File: src/rtl/lcdseq_pkg.sv
`timescale 1ns/1ps
// Shared constants and decode helpers for the frame sequencer.
// Assumes the depth code is the 3-bit field taken from palette word 0.
package lcdseq_pkg;

    localparam logic [1:0] MODE_NO_FRAMES  = 2'd1;
    localparam logic [1:0] MODE_DATA_ONLY  = 2'd2;

    localparam logic [9:0] OFF_SHORT_HDR   = 10'h020;
    localparam logic [9:0] OFF_LONG_HDR    = 10'h200;

    localparam logic [2:0] COND_ADDR_FAULT = 3'b100;

    // Map the depth code to bits per pixel; 0 means unsupported.
    function automatic logic [4:0] depth_bits(input logic [2:0] code);
        case (code)
            3'd0:    depth_bits = 5'd0;
            3'd1:    depth_bits = 5'd2;
            3'd2:    depth_bits = 5'd4;
            3'd3:    depth_bits = 5'd8;
            default: depth_bits = 5'd16;
        endcase
    endfunction

endpackage

File: src/rtl/lcdseq_decode.sv
`timescale 1ns/1ps
// Pixel descriptor decode: depth, colour format and data offset.
// Purely combinational; assumes mode and tft are stable register fields.
module lcdseq_decode
    import lcdseq_pkg::*;
(
    input  logic [2:0] code,
    input  logic [1:0] mode,
    input  logic       tft,
    output logic [4:0] bpp,
    output logic       fmt16,
    output logic [9:0] off,
    output logic       supported
);

    // Derive the frame layout from the depth code and the loading mode.
    always_comb begin
        bpp       = depth_bits(code);
        supported = (code != 3'd0);
        fmt16     = tft && (bpp == 5'd16);
        if (mode == MODE_DATA_ONLY)
            off = 10'd0;
        else if (code >= 3'd3)
            off = OFF_LONG_HDR;
        else
            off = OFF_SHORT_HDR;
    end

endmodule

File: src/rtl/lcdseq_fit.sv
`timescale 1ns/1ps
// Buffer fit check: data offset plus picture bytes must not exceed size + 2.
// Size is bottom minus top, taken as signed so that an inverted buffer fails.
module lcdseq_fit #(
    parameter int AW = 32,
    parameter int LW = 10
) (
    input  logic [LW-1:0] width_m1,
    input  logic [LW-1:0] height_m1,
    input  logic [4:0]    bpp,
    input  logic [9:0]    off,
    input  logic [AW-1:0] top,
    input  logic [AW-1:0] bot,
    output logic          fits
);

    localparam int CW = LW + 1;
    localparam int PW = 2 * CW + 5;
    localparam int NW = ((AW > PW) ? AW : PW) + 2;

    logic [PW-1:0]        prod;
    logic signed [NW-1:0] need;
    logic signed [NW-1:0] room;

    // Compare the bytes needed against the buffer room in signed arithmetic.
    always_comb begin
        prod = PW'({1'b0, width_m1} + CW'(1)) * PW'({1'b0, height_m1} + CW'(1)) * PW'(bpp);
        need = $signed(NW'(off)) + $signed(NW'(prod >> 3));
        room = $signed(NW'(bot)) - $signed(NW'(top)) + $signed(NW'(2));
        fits = (need <= room);
    end

endmodule

File: src/rtl/lcdseq_frame.sv
`timescale 1ns/1ps
// Frame descriptor check and sequencer (top).
// Handles enable/disable requests and per-frame ticks, and emits a registered
// descriptor one cycle after each accepted tick. Assumes en_wr and frame_tick
// are single-cycle strobes; an enable write takes priority over a tick.
module lcdseq_frame
    import lcdseq_pkg::*;
#(
    parameter int AW = 32,
    parameter int LW = 10
) (
    input  logic          clk,
    input  logic          rst_n,
    input  logic          en_wr,
    input  logic          en_val,
    input  logic [1:0]    mode,
    input  logic          tft,
    input  logic          dual,
    input  logic [1:0]    dma_ie,
    input  logic [LW-1:0] width_m1,
    input  logic [LW-1:0] height_m1,
    input  logic          sub_en,
    input  logic          sub_first,
    input  logic [LW-1:0] sub_line,
    input  logic          frame_tick,
    input  logic [15:0]   pal_word0,
    input  logic [AW-1:0] buf0_top,
    input  logic [AW-1:0] buf0_bot,
    input  logic [AW-1:0] buf1_top,
    input  logic [AW-1:0] buf1_bot,
    input  logic [3:0]    addr_ok,
    output logic          active,
    output logic          sync_err,
    output logic          pal_load,
    output logic          dma_irq,
    output logic [2:0]    cond_set,
    output logic          done,
    output logic [4:0]    bpp,
    output logic          fmt16,
    output logic [9:0]    data_off,
    output logic [LW-1:0] first_line,
    output logic [LW:0]   line_cnt,
    output logic [AW-1:0] frame_base,
    output logic          frame_idx
);

    localparam int NBUF = 2;

    logic          idx;
    logic [4:0]    d_bpp;
    logic          d_fmt16;
    logic [9:0]    d_off;
    logic          d_supported;
    logic          d_fits;
    logic [AW-1:0] cur_top;
    logic [AW-1:0] cur_bot;
    logic [LW-1:0] nx_first;
    logic [LW:0]   nx_count;
    logic          addr_bad;
    logic          unused_pal;

    logic [AW-1:0] tops [NBUF];
    logic [AW-1:0] bots [NBUF];

    assign unused_pal = ^{pal_word0[15], pal_word0[11:0]};

    // Gather the two buffer descriptors into indexable arrays.
    assign tops[0] = buf0_top;
    assign tops[1] = buf1_top;
    assign bots[0] = buf0_bot;
    assign bots[1] = buf1_bot;

    // Select the current buffer's bounds from the frame index.
    always_comb begin
        cur_top = tops[idx];
        cur_bot = bots[idx];
    end

    lcdseq_decode u_decode (
        .code      (pal_word0[14:12]),
        .mode      (mode),
        .tft       (tft),
        .bpp       (d_bpp),
        .fmt16     (d_fmt16),
        .off       (d_off),
        .supported (d_supported)
    );

    lcdseq_fit #(.AW(AW), .LW(LW)) u_fit (
        .width_m1  (width_m1),
        .height_m1 (height_m1),
        .bpp       (d_bpp),
        .off       (d_off),
        .top       (cur_top),
        .bot       (cur_bot),
        .fits      (d_fits)
    );

    // Resolve the partial-panel setting into a first line and a line count.
    always_comb begin
        nx_first = '0;
        nx_count = {1'b0, height_m1} + (LW+1)'(1);
        if (sub_en) begin
            if (sub_first)
                nx_first = sub_line;
            else
                nx_count = {1'b0, sub_line};
        end
    end

    // Flag a bad address: buffer 0 is always checked, buffer 1 only in dual mode.
    always_comb begin
        addr_bad = !addr_ok[0] || !addr_ok[1] || (dual && (!addr_ok[2] || !addr_ok[3]));
    end

    // Sequencer state, strobes and the registered descriptor.
    always_ff @(posedge clk) begin
        if (!rst_n) begin
            active     <= 1'b0;
            sync_err   <= 1'b0;
            idx        <= 1'b0;
            pal_load   <= 1'b0;
            dma_irq    <= 1'b0;
            cond_set   <= 3'b000;
            done       <= 1'b0;
            bpp        <= 5'd0;
            fmt16      <= 1'b0;
            data_off   <= 10'd0;
            first_line <= '0;
            line_cnt   <= '0;
            frame_base <= '0;
            frame_idx  <= 1'b0;
        end else begin
            pal_load <= 1'b0;
            dma_irq  <= 1'b0;
            cond_set <= 3'b000;
            done     <= 1'b0;
            if (en_wr && en_val && !active) begin
                sync_err <= 1'b0;
                idx      <= 1'b0;
                if (addr_bad) begin
                    cond_set <= COND_ADDR_FAULT;
                    dma_irq  <= dma_ie[1];
                end else begin
                    active   <= 1'b1;
                    pal_load <= (mode != MODE_DATA_ONLY);
                end
            end else if (en_wr && !en_val && active) begin
                active   <= 1'b0;
                sync_err <= 1'b0;
                idx      <= 1'b0;
            end else if (!en_wr && frame_tick && active &&
                         mode != MODE_NO_FRAMES && d_supported) begin
                if (!d_fits) begin
                    sync_err <= 1'b1;
                    active   <= 1'b0;
                    idx      <= 1'b0;
                end else begin
                    done       <= 1'b1;
                    bpp        <= d_bpp;
                    fmt16      <= d_fmt16;
                    data_off   <= d_off;
                    first_line <= nx_first;
                    line_cnt   <= nx_count;
                    frame_base <= cur_top + AW'(d_off);
                    frame_idx  <= idx;
                    cond_set   <= 3'(1) << idx;
                    dma_irq    <= dma_ie[0];
                    if (dual)
                        idx <= ~idx;
                end
            end
        end
    end

endmodule

File: config.mk
export PLATFORM = sky130hd
export DESIGN_NAME = lcdseq_frame
export DESIGN_NICKNAME = d
export VERILOG_FILES = /design/src/rtl/lcdseq_pkg.sv /design/src/rtl/lcdseq_decode.sv /design/src/rtl/lcdseq_fit.sv /design/src/rtl/lcdseq_frame.sv
export SDC_FILE = /design/constraint.sdc
export NUM_CORES = 1
export LEC_CHECK = 0
export CAP_MARGIN = 20
export CORE_AREA = 2 2 234 121
export CTS_CLUSTER_SIZE = 16
export DETAILED_ROUTE_END_ITERATION = 10
export DIE_AREA = 0 0 236 123
export PLACE_DENSITY = 0.89
export SLEW_MARGIN = 20
export SYNTH_ARGS = -nofsm -noshare
export SYNTH_HDL_FRONTEND = slang
export SYNTH_SLANG_ARGS = --single-unit
File: constraint.sdc
create_clock -name clk -period 20.2 [get_ports clk]
set_clock_uncertainty 0.1 [all_clocks]
set_input_delay 4.04 -clock clk [delete_from_list [all_inputs] [get_ports clk]]
set_output_delay 4.04 -clock clk [all_outputs]
set_load 0.05 [all_outputs]
# After elaboration in Yosys (flattened, before gate mapping)

Index checks and enable logic that the tools add are counted.
W data, S select, Z words.

Register bits after elaboration: 79
Input bits: 191
Word-level logic and storage cells: 105

$add $sub $neg: 7
Multipliers: 2
Order comparisons: 3
Equal/unequal tests: 10
Shifts and indexed selects: 1
Mux-type cells: 31
Bitwise operators: 7
Reductions and logical operators: 30

Operators with widths:

| operator                | count |
|---|---|
| $mux W32                | 6 |
| $mux W10                | 4 |
| $add A34 B3 Y34 const B | 1 |
| $le A26 B34 Y1          | 1 |
| $add A10 B1 Y11 const B | 3 |
| $sub A32 B32 Y33        | 1 |
| $add A32 B10 Y32        | 1 |
| $mul A27 B27 Y27        | 1 |
| $mul A27 B5 Y27         | 1 |
| $add A10 B24 Y25        | 1 |
| $mux W11                | 2 |
| $pmux W5 S4             | 1 |
| $mux W3                 | 5 |
| $mux W1                 | 13 |
| $logic_and A1 B1 Y1     | 10 |
| $logic_not A1 Y1        | 7 |
| $eq A3 B2 Y1 const B    | 2 |
| $ne A2 B2 Y1 const B    | 3 |
| $not A1 Y1              | 6 |
| $reduce_bool A3 Y1      | 2 |
| $reduce_or A3 Y1        | 2 |
| $eq A5 B5 Y1 const B    | 1 |
| $reduce_and A2 Y1       | 2 |
| $reduce_and A4 Y1       | 1 |
| other kinds (12)        | 14 |

# Longest topological paths before layout

Depth in word-level cells: 11
Mapped depth: 57
Gate-level depth less buffers: 54

# Modules after synthesis

From an unflattened synthesis, not the netlist that was laid out.

Cells, all modules: 2,095
Area total of the unflattened synthesis: 16,854.9 um2

By module, submodules not included:

| module        | instances | cells an instance | area an instance (um2) | seq. area each (um2) |
|---|---|---|---|---|
| lcdseq_fit    | 1         | 1,518             | 11,848.9               | 0.0 |
| lcdseq_frame  | 1         | 557               | 4,872.2                | 1,581.5 |
| lcdseq_decode | 1         | 20                | 133.9                  | 0.0 |

# Least setup slack after synthesis

No wires, ideal clock.

Path type: input to register
From: input port height_m1[0]
To: register line_cnt[0]
Arrival time: 15.357 ns
Required time: 19.977 ns
Slack: 4.620 ns
Stages: 54
Path through: ha_1 nand3_1 nor2_1 nand3_1 xor2_1 clkbuf_1 or2_2 fa_1 fa_1 inv_1 fa_1 fa_1 inv_1 fa_1 inv_1 ha_1 o21ai_0 nand2b_1 [18 not listed] o31ai_1 nor2_1 a211oi_1 xor2_1 xnor2_1 ha_1 nand2_1 nor4_1 a21oi_1 nor2b_1 o211ai_1 mux2i_1 nor4bb_1 a31oi_1 nand3_1 buf_4 buf_6 mux2i_1

Cells in the longest elaborated chain, start to end: 6
Elaborated cells on any way between the ends: 9
Classes of those cells: 3 x add/sub; 2 x mul; 1 x order compare; 2 x mux; 1 x reduce/logical

Ends and longest elaborated chain:

| what                               | RTL line                              | RTL |
|---|---|---|
| start: declaration                 | lcdseq_frame.sv:21                    | `input logic [LW-1:0] height_m1,` |
| $add A10 B1 Y11                    | lcdseq_fit.sv:27, lcdseq_frame.sv:102 |  |
| $mul A27 B27 Y27                   | lcdseq_fit.sv:27                      | `prod = PW'({1'b0, width_m1} + CW'(1)) * PW'({1'b0, height_m1} + CW'(1)) * PW'(bpp);` |
| $mul A27 B5 Y27                    | lcdseq_fit.sv:27                      |  |
| $add A10 B24 Y25                   | lcdseq_fit.sv:28                      | `need = $signed(NW'(off)) + $signed(NW'(prod >> 3));` |
| $le A26 B34 Y1                     | lcdseq_fit.sv:30                      | `fits = (need <= room);` |
| $reduce_and A4 Y1 (no source line) | n/a                                   |  |
| end signal: assignment             | lcdseq_frame.sv:164                   | `line_cnt <= nx_count;` |
| end: declaration                   | lcdseq_frame.sv:42                    | `output logic [LW:0] line_cnt,` |

Several ways; a longest one is shown, not always the timed one.
A chain may end at the register's enable or synchronous reset.

# Worst setup path in the final report

From: input port width_m1[0]
To: register line_cnt[3]

Cells in the longest elaborated chain, start to end: 6

Ends and longest elaborated chain:

| what                               | RTL line           | RTL |
|---|---|---|
| start: declaration                 | lcdseq_frame.sv:20 | `input logic [LW-1:0] width_m1,` |
| $add A10 B1 Y11                    | lcdseq_fit.sv:27   |  |
| $mul A27 B27 Y27                   | lcdseq_fit.sv:27   |  |
| $mul A27 B5 Y27                    | lcdseq_fit.sv:27   |  |
| $add A10 B24 Y25                   | lcdseq_fit.sv:28   |  |
| $le A26 B34 Y1                     | lcdseq_fit.sv:30   |  |
| $reduce_and A4 Y1 (no source line) | n/a                |  |

Every way passes these cells.

==> impl_metrics.tcl <==
set metrics [dict create \
    grt.total_usage_pct 31.7 \
    fp-row-count 43 \
    drc 0 \
    root_buffer "clkbuf_16" \
    synthArstFlopShare_pct 0 \
    vias 14382 \
    yosys.area.top_type "fa_1" \
    cts_buffer_depth 2 \
    r2r_cells 24 \
    hold_class "register to register" \
    finalCritPeriodShare_pct 94.6 \
    initial_core_util_pct 55.2 \
    r2r_end "line_cnt[3]$_SDFFE_PN0P_" \
    slew_viol_final 0 \
    startpoint_type "input pin" \
    status "finished clean" \
    cp.arrival_ns 19.25 \
    via_per_inst 5.91 \
    min_from "data_off[5]$_SDFFE_PN0P_" \
    ys_warn_count 0 \
    post_cts_buffers 0 \
    min_to "data_off[5]$_SDFFE_PN0P_" \
    path_clk_slew_ns 0.06 \
    clk_latency_ns 0.33 \
    drt-total-wl_um 46300 \
    grt_max_degree 75 \
    utilization_pct 66.3 \
    reg2reg_slack_ns 11.61 \
    dieHeight_um 123 \
    max_stage_delay_ns 0.86 \
    drive_gt1_share_pct 4.54 \
    end_kind "register" \
    syn_area_um2 14900 \
    finalSetupViolCount 0 \
    nets 2564 \
    synthToLayoutAreaGrowth_pct 20.3 \
    netlist_top_cells_area "fa_1, ha_1, dfxtp_1, nand2_1, mux2i_1" \
    grt_pass1_vias 13760 \
    antenna_found_initial 1 \
    cts_resized 0 \
    setup.worst_path.start "width_m1[0]" \
    worst_pin_slew_ns 1.15 \
    dr.pass1.iters 7 \
    ir_worst_vdd_mv 0.190 \
    worstSetupPathType "input pin to register" \
    postSynth.topFlopCell "dfxtp_1" \
    ys_top_cells_by_count "nand2_1, nor2_1, ha_1" \
    grt_pass1_wl_um 73000 \
    finalHoldViolCount 0 \
    met1_length_um 21100 \
    routed-wl-met3_um 6280 \
    numPortBuffers 246 \
    syn_area_per_cell_um2 8.00 \
    powerDensity_nw_per_um2 133 \
    dp.cells 2416 \
    synth_most_common_cell "nand2_1" \
    avgRoutedWirePerCell_um 19.0 \
    ys_types 83 \
    hpwl_um 39100 \
    overflow 0 \
    synth_edf_count 0 \
    grt_setup_unrepaired "no" \
    io_pins 269 \
    rr_startpoint "idx$_SDFFE_PP0P_" \
    leakage_nw 8.44 \
    yosysSeqAreaShare_pct 9.39 \
    maxUsedRoutingLayer "met4" \
    die_w_um 236 \
    slew_headroom_pct 23.4 \
    setup_tns_ns 0 \
    gp_congestion 1.03 \
    numCtsBuffers 9 \
    ant_nets 0 \
    crit_slowest_cell "clkdlybuf4s50_1" \
    cp_max_fo 34 \
    fin_cells 2433 \
    max_cap_violations 0 \
    ys_seq_elements 70 \
    yosys.area.top_type_share_pct 16.9 \
    clkSinkCount 70 \
    whs_path_depth 2 \
    netlist_instances 1865 \
    max_clock_freq_mhz 52.4 \
    core_area_um2 27100 \
    cp_common_cell "fa_1" \
    ctsHoldBuffers 0 \
    drt-initial-drc-count 1349 \
    design.die.area_um2 29000 \
    cts_tree "yes" \
    dr_wl_met2_um 18600 \
    htreeDepth 3 \
    crit_required_ns 20.35 \
    fin_crit_ns 19.10 \
]
[cell usage in the layout, fill, tap and decap left out, types with 38 or more instances in the layout]
master and n:
nand3_1 38, a21oi_1 77, clkdlybuf4s50_1 245, ha_1 180
o21ai_0 40, dfxtp_1 69, fa_1 126, nand2_1 255
xor2_1 67, inv_1 166, nor2_1 188, xnor2_1 76
mux2i_1 86
[registers in the layout (all words and copies together) (netlist names), 2 cells and up]
signal / cells
frame_base: 32
line_cnt: 11
first_line: 10
bpp: 4
cond_set: 3
data_off: 2
[power breakdown]
| part | internal (mW) | switching [mW] |
|---|---|---|
| registers | 0.138 | 0.000241 |
| logic | 0.854 | 1.21 |
| clock network | 0.116 | 0.0606 |
[kinds of logic after synthesis]
group / after synthesis / synth area share [%]
mux: 121 / 8.41
buf+inv: 240 / 6.67
other cells: 1 / 0.0251
fa+ha+maj: 306 / 32.0
xor+xnor: 146 / 8.57
compound gates: 297 / 13.5
simple gates: 684 / 21.4
flops: 70 / 9.39
[critical path: cells and delay by family]
kind / cells / cell delay, ns
xor gates and xnor gates: 2 / 0.97
AOI/OAI and AO/OA: 8 / 2.40
buffers and inverters: 5 / 1.33
and+or+nand+nor: 19 / 4.86
adders and majority gates: 12 / 5.16
muxes: 2 / 0.44
[routing by layer]
metal | GRT usage (%) | up-vias
li1 | - | 6751
met1 | 46.2 | 6911
met2 | 45.6 | 678
met3 | 11.1 | 42
met4 | 4.74 | 0
met5 | 0 | -
[layout make-up]
cell class	instances	area (um^2)
Timing Repair Buffer	254	2530
Inverter	168	631
Clock inverter	4	77.6
Clock buffer	12	256
Antenna cell	1	2.50
Sequential cell	70	1410
Multi-Input combinational cell	1564	12600
Fill cell	2151	9110
Tap cell	360	450
[per-stage QoR]
step	worst slack, ns	cell area, um^2	hold slack (ns)	power (mW)
CTS	1.43	17900	0.359	2.36
floorplan	4.62	15000	0.577	1.74
global placement	1.75	17600	0.344	2.07
global route	0.119	18000	0.377	2.68
detailed placement	1.17	17600	0.351	2.16
finish	1.10	18000	0.358	2.38
[how the worst max path moves through the flow]
stage	slack, ns	end
after floorplan	4.62	line_cnt[0]$_SDFFE_PN0P_
after global placement	1.75	line_cnt[8]$_SDFFE_PN0P_
after detailed placement	1.17	data_off[9]$_SDFFE_PN0P_
after CTS	1.43	line_cnt[3]$_SDFFE_PN0P_
after global routing	0.12	first_line[8]$_SDFFE_PN0P_
final	1.10	line_cnt[3]$_SDFFE_PN0P_
(Power assumes the default switching activity.)
